<file path="config.mk">
export PLATFORM = sky130hd
export DESIGN_NAME = soft_mute_ramp
export DESIGN_NICKNAME = d
export VERILOG_FILES = /design/src/rtl/smr_pkg.sv /design/src/rtl/smr_hold_timer.sv /design/src/rtl/smr_gain_ramp.sv /design/src/rtl/smr_scaler.sv /design/src/rtl/soft_mute_ramp.sv
export SDC_FILE = /design/constraint.sdc
export NUM_CORES = 1
export LEC_CHECK = 0
export BUFFER_PORTS_ARGS = -buffer_cell sky130_fd_sc_hd__buf_2
export CORE_ASPECT_RATIO = 2
export CORE_MARGIN = 2
export CORE_UTILIZATION = 55
export CTS_BUF_LIST = sky130_fd_sc_hd__clkbuf_4
export CTS_CLUSTER_SIZE = 12
export DETAILED_ROUTE_END_ITERATION = 6
export PLACE_DENSITY = 0.72
export SYNTH_ARGS = -nofsm -noshare
export SYNTH_HDL_FRONTEND = slang
export SYNTH_HIERARCHICAL = 1
export SYNTH_SLANG_ARGS = --single-unit
</file>
<file path="constraint.sdc">
create_clock -name clk -period 9.7 [get_ports clk]
set_input_delay 0.485 -clock clk [delete_from_list [all_inputs] [get_ports clk]]
set_output_delay 0.485 -clock clk [all_outputs]
set_load 0.1 [all_outputs]
</file>
<file path="src/rtl/smr_pkg.sv">
// Shared types for the ramped soft mute controller.
package smr_pkg;
    // Start-up behaviour latched during reset
    typedef enum logic {
        MODE_MANUAL = 1'b0,
        MODE_SEMI   = 1'b1
    } mute_mode_e;

    // Per-strobe action of the gain counter
    typedef enum logic [1:0] {
        STEP_HOLD = 2'd0,
        STEP_DOWN = 2'd1,
        STEP_UP   = 2'd2
    } gain_step_e;
endpackage

</file>
<file path="src/rtl/smr_hold_timer.sv">
// Semi-automatic start hold.
// Latches the start mode while reset is low. In semi-automatic mode it counts
// frame strobes after reset and asserts hold_o until HOLD_FRAMES strobes have
// passed. Assumes frame_stb is a single-cycle pulse per frame.
module smr_hold_timer
    import smr_pkg::*;
#(
    parameter int HOLD_FRAMES = 4410
) (
    input  logic clk,
    input  logic rst_n,
    input  logic frame_stb,
    input  logic semi_req,
    output logic hold_o
);
    localparam int CNT_W = $clog2(HOLD_FRAMES + 1);
    localparam logic [CNT_W-1:0] CNT_END = CNT_W'(HOLD_FRAMES);

    mute_mode_e       mode_q;
    logic [CNT_W-1:0] cnt_q;

    // Mode is captured only while reset is asserted
    always_ff @(posedge clk) begin
        if (!rst_n) mode_q <= semi_req ? MODE_SEMI : MODE_MANUAL;
    end

    // Frame count since reset, saturating at the hold length
    always_ff @(posedge clk) begin
        if (!rst_n)
            cnt_q <= '0;
        else if (frame_stb && mode_q == MODE_SEMI && cnt_q != CNT_END)
            cnt_q <= cnt_q + 1'b1;
    end

    // Hold is active in semi-automatic mode until the count saturates
    always_comb hold_o = (mode_q == MODE_SEMI) && (cnt_q != CNT_END);

    p_hold_counts_r7: assert property (@(posedge clk) disable iff (!rst_n)
        frame_stb && hold_o |=> cnt_q == $past(cnt_q) + 1'b1);

    p_mode_frozen_r9: assert property (@(posedge clk) disable iff (!rst_n)
        $past(rst_n) |-> $stable(mode_q));
endmodule

</file>
<file path="src/rtl/smr_gain_ramp.sv">
// Linear gain ramp counter.
// Holds a gain from 0 to RAMP_LEN and moves it by one per frame strobe:
// down while mute_i is high, up while it is low, saturating at both ends.
// Reset value is unity in manual mode and zero in semi-automatic mode.
// Assumes RAMP_LEN is a power of two.
module smr_gain_ramp
    import smr_pkg::*;
#(
    parameter  int RAMP_LEN = 1024,
    localparam int GAIN_W   = $clog2(RAMP_LEN) + 1
) (
    input  logic              clk,
    input  logic              rst_n,
    input  logic              frame_stb,
    input  logic              mute_i,
    input  logic              semi_req,
    output logic [GAIN_W-1:0] gain_o
);
    localparam logic [GAIN_W-1:0] FULL = GAIN_W'(RAMP_LEN);

    logic [GAIN_W-1:0] gain_q;
    gain_step_e        step;

    // Decide the action for this cycle
    always_comb begin
        step = STEP_HOLD;
        if (frame_stb) begin
            if (mute_i && gain_q != '0)
                step = STEP_DOWN;
            else if (!mute_i && gain_q != FULL)
                step = STEP_UP;
        end
    end

    // Gain register with mode-dependent reset value
    always_ff @(posedge clk) begin
        if (!rst_n)
            gain_q <= semi_req ? '0 : FULL;
        else begin
            case (step)
                STEP_DOWN: gain_q <= gain_q - 1'b1;
                STEP_UP:   gain_q <= gain_q + 1'b1;
                default:   gain_q <= gain_q;
            endcase
        end
    end

    always_comb gain_o = gain_q;

    p_gain_range_r2: assert property (@(posedge clk) disable iff (!rst_n)
        gain_q <= FULL);

    p_fall_step_r2: assert property (@(posedge clk) disable iff (!rst_n)
        frame_stb && mute_i && gain_q != '0 |=> gain_q == $past(gain_q) - 1'b1);

    p_rise_step_r3: assert property (@(posedge clk) disable iff (!rst_n)
        frame_stb && !mute_i && gain_q != FULL |=> gain_q == $past(gain_q) + 1'b1);

    p_idle_stable_r5: assert property (@(posedge clk) disable iff (!rst_n)
        !frame_stb |=> $stable(gain_q));
endmodule

</file>
<file path="src/rtl/smr_scaler.sv">
// One-channel sample scaler.
// Multiplies a signed sample by an unsigned gain, divides by 2**SHIFT with
// truncation toward zero and registers the result. Output is zero after a
// reset cycle. Assumes gain_i never exceeds 2**SHIFT.
module smr_scaler #(
    parameter int DATA_W = 24,
    parameter int GAIN_W = 11,
    parameter int SHIFT  = 10
) (
    input  logic                     clk,
    input  logic                     rst_n,
    input  logic signed [DATA_W-1:0] sample_i,
    input  logic        [GAIN_W-1:0] gain_i,
    output logic signed [DATA_W-1:0] sample_o
);
    localparam int PROD_W = DATA_W + GAIN_W + 1;
    localparam logic signed [PROD_W-1:0] BIAS = PROD_W'((1 << SHIFT) - 1);
    localparam logic [GAIN_W-1:0] UNITY = GAIN_W'(1 << SHIFT);

    logic signed [PROD_W-1:0] prod;
    logic signed [PROD_W-1:0] sum;
    logic signed [DATA_W-1:0] out_d;

    // Product, bias for negative values, arithmetic shift
    always_comb begin
        prod  = PROD_W'(sample_i) * PROD_W'($signed({1'b0, gain_i}));
        sum   = prod + (prod[PROD_W-1] ? BIAS : '0);
        out_d = DATA_W'(sum >>> SHIFT);
    end

    // Output register, cleared in reset
    always_ff @(posedge clk) begin
        if (!rst_n) sample_o <= '0;
        else        sample_o <= out_d;
    end

    p_reset_zero_r1: assert property (@(posedge clk)
        !rst_n |=> sample_o == '0);

    p_unity_pass_r6: assert property (@(posedge clk) disable iff (!rst_n)
        gain_i == UNITY |=> sample_o == $past(sample_i));

    p_silent_r6: assert property (@(posedge clk) disable iff (!rst_n)
        gain_i == '0 |=> sample_o == '0);
endmodule

</file>
<file path="src/rtl/soft_mute_ramp.sv">
// Ramped soft mute controller, stereo.
// Combines the external mute request with the semi-automatic start hold,
// drives one shared gain ramp and scales both channels with it.
// Assumes frame_stb pulses for one cycle per output frame and that
// RAMP_LEN is a power of two.
module soft_mute_ramp #(
    parameter  int DATA_W      = 24,
    parameter  int RAMP_LEN    = 1024,
    parameter  int HOLD_FRAMES = 4410,
    localparam int GAIN_W      = $clog2(RAMP_LEN) + 1
) (
    input  logic                     clk,
    input  logic                     rst_n,
    input  logic                     frame_stb,
    input  logic                     mute_req,
    input  logic                     semi_auto,
    input  logic signed [DATA_W-1:0] in_left,
    input  logic signed [DATA_W-1:0] in_right,
    output logic signed [DATA_W-1:0] out_left,
    output logic signed [DATA_W-1:0] out_right,
    output logic        [GAIN_W-1:0] gain_level
);
    localparam int N_CH  = 2;
    localparam int SHIFT = $clog2(RAMP_LEN);

    logic                     hold_active;
    logic                     mute_eff;
    logic        [GAIN_W-1:0] gain;
    logic signed [DATA_W-1:0] ch_in  [N_CH];
    logic signed [DATA_W-1:0] ch_out [N_CH];

    smr_hold_timer #(.HOLD_FRAMES(HOLD_FRAMES)) u_hold (
        .clk       (clk),
        .rst_n     (rst_n),
        .frame_stb (frame_stb),
        .semi_req  (semi_auto),
        .hold_o    (hold_active)
    );

    // Mute is in force on request or during the start hold
    always_comb mute_eff = mute_req | hold_active;

    smr_gain_ramp #(.RAMP_LEN(RAMP_LEN)) u_ramp (
        .clk       (clk),
        .rst_n     (rst_n),
        .frame_stb (frame_stb),
        .mute_i    (mute_eff),
        .semi_req  (semi_auto),
        .gain_o    (gain)
    );

    // Map the channel ports to arrays
    always_comb begin
        ch_in[0]  = in_left;
        ch_in[1]  = in_right;
        out_left  = ch_out[0];
        out_right = ch_out[1];
    end

    for (genvar c = 0; c < N_CH; c++) begin : g_ch
        smr_scaler #(
            .DATA_W (DATA_W),
            .GAIN_W (GAIN_W),
            .SHIFT  (SHIFT)
        ) u_scale (
            .clk      (clk),
            .rst_n    (rst_n),
            .sample_i (ch_in[c]),
            .gain_i   (gain),
            .sample_o (ch_out[c])
        );
    end

    always_comb gain_level = gain;

    p_hold_silent_r7: assert property (@(posedge clk) disable iff (!rst_n)
        hold_active |-> gain == '0);

    p_request_no_rise_r8: assert property (@(posedge clk) disable iff (!rst_n)
        mute_req |=> gain <= $past(gain));
endmodule

</file>
---- After elaboration in Yosys (flattened, before gate mapping) ----
Index checks and enable logic that the tools add are counted.
Widths: inputs -> output; s select.
cells by class
  add/subtract/negate cells ............... 5
  multiply operators ...................... 2
  eq/ne operators ......................... 5
  muxes and demuxes ....................... 9
  bitwise gates (word level) .............. 1
  reduce and logical (&&, ||, !) cells .... 7
operators with widths
  operator               number
  $mul 24x12->36         2
  $add 34x34->34         2
  $mux 11                2
  $pmux 11 s2            1
  $mux 10                2
  $add 13x1->13 const B  1
  $ne 13x13->1 const B   1
  $add 11x1->11 const B  1
  $ne 11x11->1 const B   1
  $reduce_bool 11->1     1
  $sub 11x1->11 const B  1
  $mux 2                 3
  $logic_and 1x1->1      5
  $ne 3x1->1 const B     1
  $eq 2x1->1 const B     1
  $eq 2x2->1 const B     1
  $logic_not 1->1        1
  $mux 1                 1
  $or 1x1->1             1
word-level totals
  bits in registers ....................... 73
  input bits .............................. 53
  output and inout bits ................... 59
  logic and storage cells ................. 34

---- Logic depth before layout (Yosys ltp) ----
Gate-level depths: netlist of run 1.
  depth in word-level cells ............... 11
  depth in mapped cells ................... 31
  depth with buffers taken out ............ 28

---- Cells and area by module ----
Netlist of run 1, hierarchy kept.
by module, submodules not included
  module                        instances  cells each  area an instance (sq um)  seq. area each (sq um)
  smr_scaler (g_ch[1].u_scale)  1          1306        10968.0                   480.5
  smr_scaler (g_ch[0].u_scale)  1          1303        10938.0                   480.5
  smr_gain_ramp                 1          84          889.6                     330.3
  smr_hold_timer                1          77          698.2                     290.3
  soft_mute_ramp                1          1           6.3                       0.0

---- Least setup slack after synthesis of run 1 ----
No wires, ideal clock.
  path type ............................... reg-to-reg
  start point ............................. register u_ramp.gain_q[6], in the netlist u_ramp/gain_o[6]
  end point ............................... register g_ch[1].u_scale.sample_o[8]
  library setup time ...................... 71 ps
  arrival time ............................ 8188 ps
  data required time ...................... 9629 ps
  path slack .............................. 1442 ps
  cell stages (with the launch flop) ...... 28
  buffers on the path ..................... 1
  period minus slack after synthesis ...... 8258 ps
  cells stage by stage .................... edfxtp_1 > clkbuf_1 > nand2_1 > fa_1 > inv_1 > fa_1 > fa_1 > fa_1 > inv_1 > fa_1 > inv_1 > ha_1 > a21o_1 > a21o_1 > a221o_1 > or2_4 > o22ai_4 > xnor2_2 > inv_1 > ha_1 > a2111oi_0 > a21boi_0 > or4_1 > nor2_1 > o22a_1 > nor4_1 > or3_1 > a21oi_1
on the way
  word-level cells in the longest chain between the ends .. 3
RTL lines
  item                    RTL line             RTL
  start, declared         smr_gain_ramp.sv:21  logic [GAIN_W-1:0] gain_q;
  start signal, assigned  smr_gain_ramp.sv:38  gain_q <= semi_req ? '0 : FULL;
  start signal, assigned  smr_gain_ramp.sv:41  STEP_DOWN: gain_q <= gain_q - 1'b1;
  start signal, assigned  smr_gain_ramp.sv:42  STEP_UP: gain_q <= gain_q + 1'b1;
  $mul 24x12->36 *        smr_scaler.sv:26     prod = PROD_W'(sample_i) * PROD_W'($signed({1'b0, gain_i}));
  $mux 10                 smr_scaler.sv:27     sum = prod + (prod[PROD_W-1] ? BIAS : '0);
  $add 34x34->34 *        smr_scaler.sv:27
  end signal, assigned    smr_scaler.sv:34     else sample_o <= out_d;
  end, declared           smr_scaler.sv:14     output logic signed [DATA_W-1:0] sample_o
Every way passes the cells marked *; elsewhere a longest branch is shown, timed or not.
A chain may end at the register's enable or synchronous reset.

---- Worst setup path after layout of run 1 ----
  start point ............................. register u_ramp.gain_q[6], in the netlist u_ramp/gain_o[6]
  end point ............................... register g_ch[0].u_scale.sample_o[22]
on the way
  word-level cells in the longest chain between the ends .. 3
RTL lines
  item                  RTL line
  $mul 24x12->36 *      smr_scaler.sv:26
  $mux 10               smr_scaler.sv:27
  $add 34x34->34 *      smr_scaler.sv:27
  end signal, assigned  smr_scaler.sv:34
  end, declared         smr_scaler.sv:14
Marked as above.

==> results of run 1 <==
==> Yosys cell counts, types with 5 or more instances <==
master,count,area (µm²)
mux2i_1,13,130
ha_1,172,2150
nand3_1,40,200
o21ai_0,35,175
o31ai_1,7,52.6
inv_1,646,2420
xor2_1,35,307
o21a_1,10,75.1
xnor2_1,67,587
clkbuf_1,111,417
a211oi_1,11,82.6
nor2_1,87,327
nor3b_1,10,75.1
nor4b_1,6,52.6
nor4_1,10,62.6
a31oi_1,10,62.6
edfxtp_1,12,360
and2_1,165,1030
nand2_1,435,1630
nor2b_1,9,56.3
or2_2,6,37.5
nand2b_1,11,68.8
nor3_1,29,145
a311oi_1,5,43.8
a21o_1,24,180
fa_1,467,9350
and3_1,15,93.8
o211ai_1,8,60.1
a21oi_1,80,400
nand4_1,22,138
o21ai_1,11,55.1
or3_1,12,75.1
and4_1,6,52.6
dfxtp_1,61,1220
==> critical path: stages (launching register included) <==
cell	delay (ns)
edfxtp_1	0.84
buf_12	0.31
nand2_1	0.10
fa_1	0.49
inv_1	0.05
fa_1	0.46
fa_1	0.51
fa_1	0.54
inv_1	0.05
fa_1	0.53
inv_1	0.04
ha_1	0.47
nand4_1	0.22
nor3_4	0.38
a211oi_2	0.23
nor4_2	0.50
nor2_1	0.10
xnor2_1	0.32
ha_1	0.22
and3_1	0.15
a31oi_1	0.10
or4_1	0.51
o211ai_1	0.11
nand3_1	0.34
nor4b_4	0.86
nand4_1	0.27
mux2i_1	0.24
==> sequential cells by signal, indices dropped and copies added (netlist names) <==
register / flops
u_ramp/gain_o: 11
g_ch.u_scale/sample_o: 48
u_hold/mode_q: 1
u_hold/cnt_q: 13
==> metal layers <==
| layer | wire length (µm) | GRT usage (%) |
|---|---|---|
| met3 | 2560 | 3.67 |
| met4 | 6380 | 25.7 |
| met1 | 19300 | 26.8 |
| met5 | 20 | 0 |
| met2 | 35400 | 58.2 |
==> per-stage QoR <==
| step | worst slack [ns] | cell area (µm²) |
|---|---|---|
| 5_1_grt | 0.134 | 24600 |
| 2_1_floorplan | 1.44 | 23500 |
| 3_5_place_dp | 0.586 | 24400 |
| 4_1_cts | 0.691 | 24600 |
| 6_report | 0.605 | 24600 |
| 3_3_place_gp | 0.891 | 24400 |
==> worst paths after layout <==
kind | cells past startpoint | slack, ns | endpoint | start
setup / recovery | 26 | 0.61 | g_ch[0].u_scale/sample_o[22] | u_ramp/gain_o[6]
hold / removal | 1 | 0.16 | u_hold/mode_q | semi_auto
setup reg to reg | 26 | 0.61 | g_ch[0].u_scale/sample_o[22] | u_ramp/gain_o[6]
hold reg to reg | 2 | 0.50 | u_hold/cnt_q[12] | u_hold/cnt_q[12]
==> cell type report <==
type                    count  area, µm²  share of cell area [%]
flip-flops and latches     73       1580                    6.44
diodes                      1       2.50                  0.0102
repair buffers            130        723                    2.94
clock inverters             7       68.8                   0.280
clock buffers               9       67.6                   0.275
multi-input cells        1932      19000                    77.4
inverters                 647       2430                    9.88
well taps                 545        682                    2.78
==> cells by family after synthesis <==
group,count (synthesis)
AOI/OAI and AO/OA,274
xor gates and xnor gates,105
adders and majority gates,639
buffers and inverters,766
DFF,73
muxes,15
and+or+nand+nor,899
==> key figures, run 1 <==
Outcome
  • Status: completed

Final layout
  • Area delta synth->final: 4.55%
  • Layout cells sized above 1: under 10%
  • NumNets Final: about 3.5k
  • Most common cell after layout, fill and taps aside: inv_1
  • Core Util, Final: roughly 58%
  • Filler cells: slightly below 4k
  • Commonest non-fill, non-tap cells in the layout: 646 x inv_1, 467 x fa_1, 435 x nand2_1
  • Final instance count without filler cells: around 3.3k

Clocking
  • Clk Latency, worst-skew pair: 0.53 ns
  • CTS tree: yes
  • Root buffer cell: clkbuf_4
  • Clock slew at reported path FFs: 0.15 ns
  • Hold buffers post-CTS: 0
  • Total clock sinks: 73
  • TritonCTS Buffers: 9
  • Post-CTS Setup Bufs: 0
  • Clock Path Buffers: 2
  • # resized after CTS: 0
  • H-tree Lvls: 3

Yosys
  • Multiplexer share of the synthesized area: 0.650%
  • Post-synth EDFFs: 12
  • Synth Area in Simple Gates: 18.9%
  • Syn_nets: about 3.5k
  • Synthesized flop and latch total: 73
  • Combinational family with the most area after synthesis: adder cells
  • Top_reg_cell synth: dfxtp_1
  • Adder-Cell Fraction of Synth Area: 48.9%
  • Synth cell types: 100
  • XOR/XNOR Fraction of Synth Area: under 10%
  • Avg Inst Size Synth: about 8.5 µm²
  • Post-synthesis sequential area ratio: 6.73%
  • Post-synth ARST share: 0%
  • Ys Warns: 6
  • Post-synthesis compound-gate area fraction: approximately 8.5%
  • Post-synthesis cell area: around 24,000 µm²
  • Mapped Cells: about 2.8k

STA
  • Final period util: 93.8%
  • Layout Skew: roughly 0.027 ns
  • Max transition margin: 28.5%
  • Slew Limit Fails: 0
  • Min Tclk post-route: just over 9 ns
  • RSZ-0062 raised after global routing: no
  • Fmax: 110 MHz
  • Fin Setup TNS: 0 ns
  • # setup viols final: 0
  • Worst hold slack: ~0.16 ns
  • Worst slew pin tran: 1.07 ns
  • Final Hold Vio Count: 0

Placement
  • Dpl hpwl: about 53 mm
  • IO Port Bufs: 111
  • GP Congestion: 0.973
  • Placed Instances: about 3.3k

Route
  • Drt initial violations: between 700 and 800
  • Post-route ant nets: 0
  • DR WL/cell: approximately 19 µm
  • Routed vias: between 15k and 20k
  • 1st-pass router iterations: 5
  • Final WL: 63.6 mm
  • Vias per cell: 5.67
  • Residual DRC: 0

Worst setup path
  • Setup CP Type: flop to flop
  • Crit path arrival time: 9.55 ns
  • Critical path peak fanout: 37
  • WP data required: 10.16 ns
  • Startpoint Class: flop
  • Crit path capture type: flop

Global routing
  • GRT Total Usage: between 30% and 40%
  • Largest net degree at the start of global routing: 53
  • Antenna violations before repair: 2
  • Global-route wire length before repair: between 100 and 150 mm
  • Vias in the first global route: between 20k and 25k
  • Grt total ovfl: 0

Die
  • Starting Density: between 50% and 60%
  • Rows: roughly 110
  • Die Y: between 200 and 300 µm
  • IO Pins: about 110
  • Core ar.: 42,400 µm²
  • Die area: between 40,000 and 50,000 µm²
  • Chip Width: between 150 and 200 µm

Run
  • Number of max-cap violations: 0

Min path
  • Tightest Hold Check Type: primary input to flop
Power of run 1 is left out: the tool's default activity adds up to more than one toggle a clock period on the data nets, which glitch-free logic cannot reach.
==> inputs of run 2 (changes only) <==
Settings changed: ABC_AREA from default to 1, PLACE_DENSITY 0.72 to 0.71.
Clock period 9.7 ns to 9.5 ns, I/O delays scaled along.
==> run 2 against run 1 <==
Compared with the run above:
- worst setup slack improved by 1.5 ns
- maximum frequency increased by 23%
- count of clock-buffer cells in the layout up 1
- sequential share of layout area shrank 0.57 points
- critical path type unchanged
- clock skew is 0.0083 ns higher
- die area grew 9.6%
- routed wire length rose by 16%
- register-to-register slack better by 1.5 ns
- cell area increased by 9.7%
==> key figures, run 2 <==
Route
  • 1st-pass router iterations: 5
  • Routed vias: 22.9k
  • Post-route ant nets: 0
  • Vias per cell: approximately 5.3
  • Residual DRC: 0
  • DR WL/cell: 16.9 µm
  • Drt initial violations: approximately 1.1k
  • Final WL: between 70 and 80 mm

Worst setup path
  • WP data required: approximately 10 ns
  • Largest stage delay, worst path: approximately 0.84 ns
  • Reg2Reg Setup Slack: approximately 2.1 ns
  • Most used cell, CP: nand2_1
  • Critical-path top delay cell: edfxtp_1
  • Critical path peak fanout: 36
  • Crit path capture type: flop
  • Startpoint Class: flop
  • Crit path arrival time: around 8 ns
  • Setup CP Type: flop to flop

STA
  • Fin Setup TNS: 0 ns
  • Layout Skew: around 0.035 ns
  • Final period util: around 78%
  • Final Hold Vio Count: 0
  • # setup viols final: 0
  • Max transition margin: 49.3%
  • Fmax: approximately 140 MHz
  • Slew Limit Fails: 0
  • Min Tclk post-route: between 7 and 8 ns
  • RSZ-0062 raised after global routing: no
  • Worst slew pin tran: 0.761 ns

Yosys
  • Most frequent cell after synthesis: nand2_1
  • Synthesized flop and latch total: 73
  • Synth top area cells: fa_1 36%, nand2_1 16%, inv_1 15%
  • Post-synth EDFFs: 12
  • Adder-Cell Fraction of Synth Area: around 45%
  • Combinational family with the most area after synthesis: adder cells
  • XOR/XNOR Fraction of Synth Area: ~1.6%
  • Synth top cells by count: 1,076 x nand2_1, 1,018 x inv_1, 467 x fa_1
  • Top_reg_cell synth: dfxtp_1
  • Post-synthesis compound-gate area fraction: approximately 4.6%
  • Mapped Cells: about 3.7k
  • Share of Yosys cell area claimed by the top area cell type: between 30% and 40%
  • Avg Inst Size Synth: 7.00 µm²
  • Post-synthesis sequential area ratio: between 6 and 7%
  • Post-synthesis cell area: 25,800 µm²
  • Ys Warns: 6
  • Synth Area in Simple Gates: between 20% and 30%
  • Multiplexer share of the synthesized area: 0%
  • Area leader, netlist: fa_1
  • Synth cell types: 57
  • Post-synth ARST share: 0%
  • Syn_nets: 4,374

Final layout
  • Area delta synth->final: 4.51%
  • Layout cells sized above 1: slightly above 7%
  • Flip-flop count of the largest register after layout: 48
  • NumNets Final: roughly 4.4k
  • Top reg by flops: g_ch.u_scale/sample_o
  • Most common cell after layout, fill and taps aside: nand2_1
  • Commonest non-fill, non-tap cells in the layout: 1,076 x nand2_1, 1,018 x inv_1, 467 x fa_1

Placement
  • GP Congestion: a little under 1
  • Dpl hpwl: between 60 and 70 mm
  • IO Port Bufs: ~110

Clocking
  • CTS tree: yes
  • Post-CTS Setup Bufs: 0
  • H-tree Lvls: 3
  • TritonCTS Buffers: 9
  • Total clock sinks: 73
  • Clock slew at reported path FFs: 0.15 ns
  • Root buffer cell: clkbuf_4
  • Clock Path Buffers: 2
  • Hold buffers post-CTS: 0
  • Clk Latency, worst-skew pair: ~0.55 ns
  • # resized after CTS: 0

Global routing
  • Global-route wire length before repair: about 120 mm
  • GRT Total Usage: between 30% and 40%
  • Largest net degree at the start of global routing: 53
  • Vias in the first global route: between 20k and 25k
  • Grt total ovfl: 0
  • Antenna violations before repair: 10

Die
  • IO Pins: approximately 110
  • Core ar.: 46,500 µm²
  • Starting Density: 55.4%
  • Chip Width: between 150 and 200 µm
  • Rows: ~110
  • Die Y: 310 µm
  • Die area: around 49,000 µm²

Min path
  • Tightest Hold Check Type: primary input to flop

Outcome
  • Status: completed

Run
  • Number of max-cap violations: 0
==> run 2: cell count changes after synthesis, sizes merged, moves of 34 or more <==
| cell | previous run | this run |
|---|---|---|
| nand2 | 436 | 1130 |
| nand3 | 40 | 138 |
| a21oi | 83 | 117 |
| xnor2 | 69 | 11 |
| inv | 646 | 1029 |
| nor2 | 87 | 235 |
| and2 | 165 | 1 |
==> run 2: area by class of cell <==
type	instances	area, µm²
Multi-Input combinational cell	2478	19900
Fill cell	4616	19600
Inverter	1030	3870
Sequential cell	73	1580
Tap cell	627	785
Timing Repair Buffer	124	653
Clock buffer	10	75.1
Clock inverter	5	56.3
Antenna cell	5	12.5
==> run 2: worst max-delay path: cells and delay by family, from the launching register on <==
| kind | cells | cell delay (ns) |
|---|---|---|
| adder cells (fa/ha/maj) | 7 | 3.23 |
| AND/OR/NAND/NOR | 18 | 1.93 |
| buffers and inverters | 7 | 0.98 |
| flip-flops | 1 | 0.84 |
| AO/OA/AOI/OAI | 2 | 0.33 |
==> run 2: layer usage <==
metal  vias to the layer above  GRT usage, %  wire length, µm
met5                         -             0               62
met4                        10          26.0             6960
met3                       390          4.61             3230
met2                       765          63.1            40900
met1                     11000          27.8            22400
li1                      10700             -                -
==> run 2: worst paths after layout <==
check | cells past startpoint | from | to
max | 34 | u_ramp/gain_o[7] | g_ch[1].u_scale/sample_o[8]
max reg2reg | 34 | u_ramp/gain_o[7] | g_ch[1].u_scale/sample_o[8]
min | 1 | semi_auto | u_hold/mode_q
min reg2reg | 2 | u_hold/cnt_q[11] | u_hold/cnt_q[11]
==> run 2: metrics by stage <==
step	hold slack, ns	worst slack (ns)	utilization (%)	instances	area [µm²]
after floorplan	0.476	2.67	-	3682	25800
after global placement	0.497	2.34	57.6	4332	26800
after detailed placement	0.501	2.23	57.6	4332	26800
after CTS	0.0951	2.14	57.9	4347	26900
after global routing	0.118	1.59	57.9	4349	26900
final	0.159	2.11	57.9	4352	27000
==> run 2: kinds of logic (layout without fill, tap and decap cells) <==
kind of cell,Yosys count,in the layout
AND/OR/NAND/NOR,1598,1598
other,0,5
AO/OA/AOI/OAI,199,199
XOR/XNOR,42,42
adder cells (fa/ha/maj),639,639
flip-flops,73,73
buffers and inverters,1131,1169
Power of run 2 is left out for the same reason.
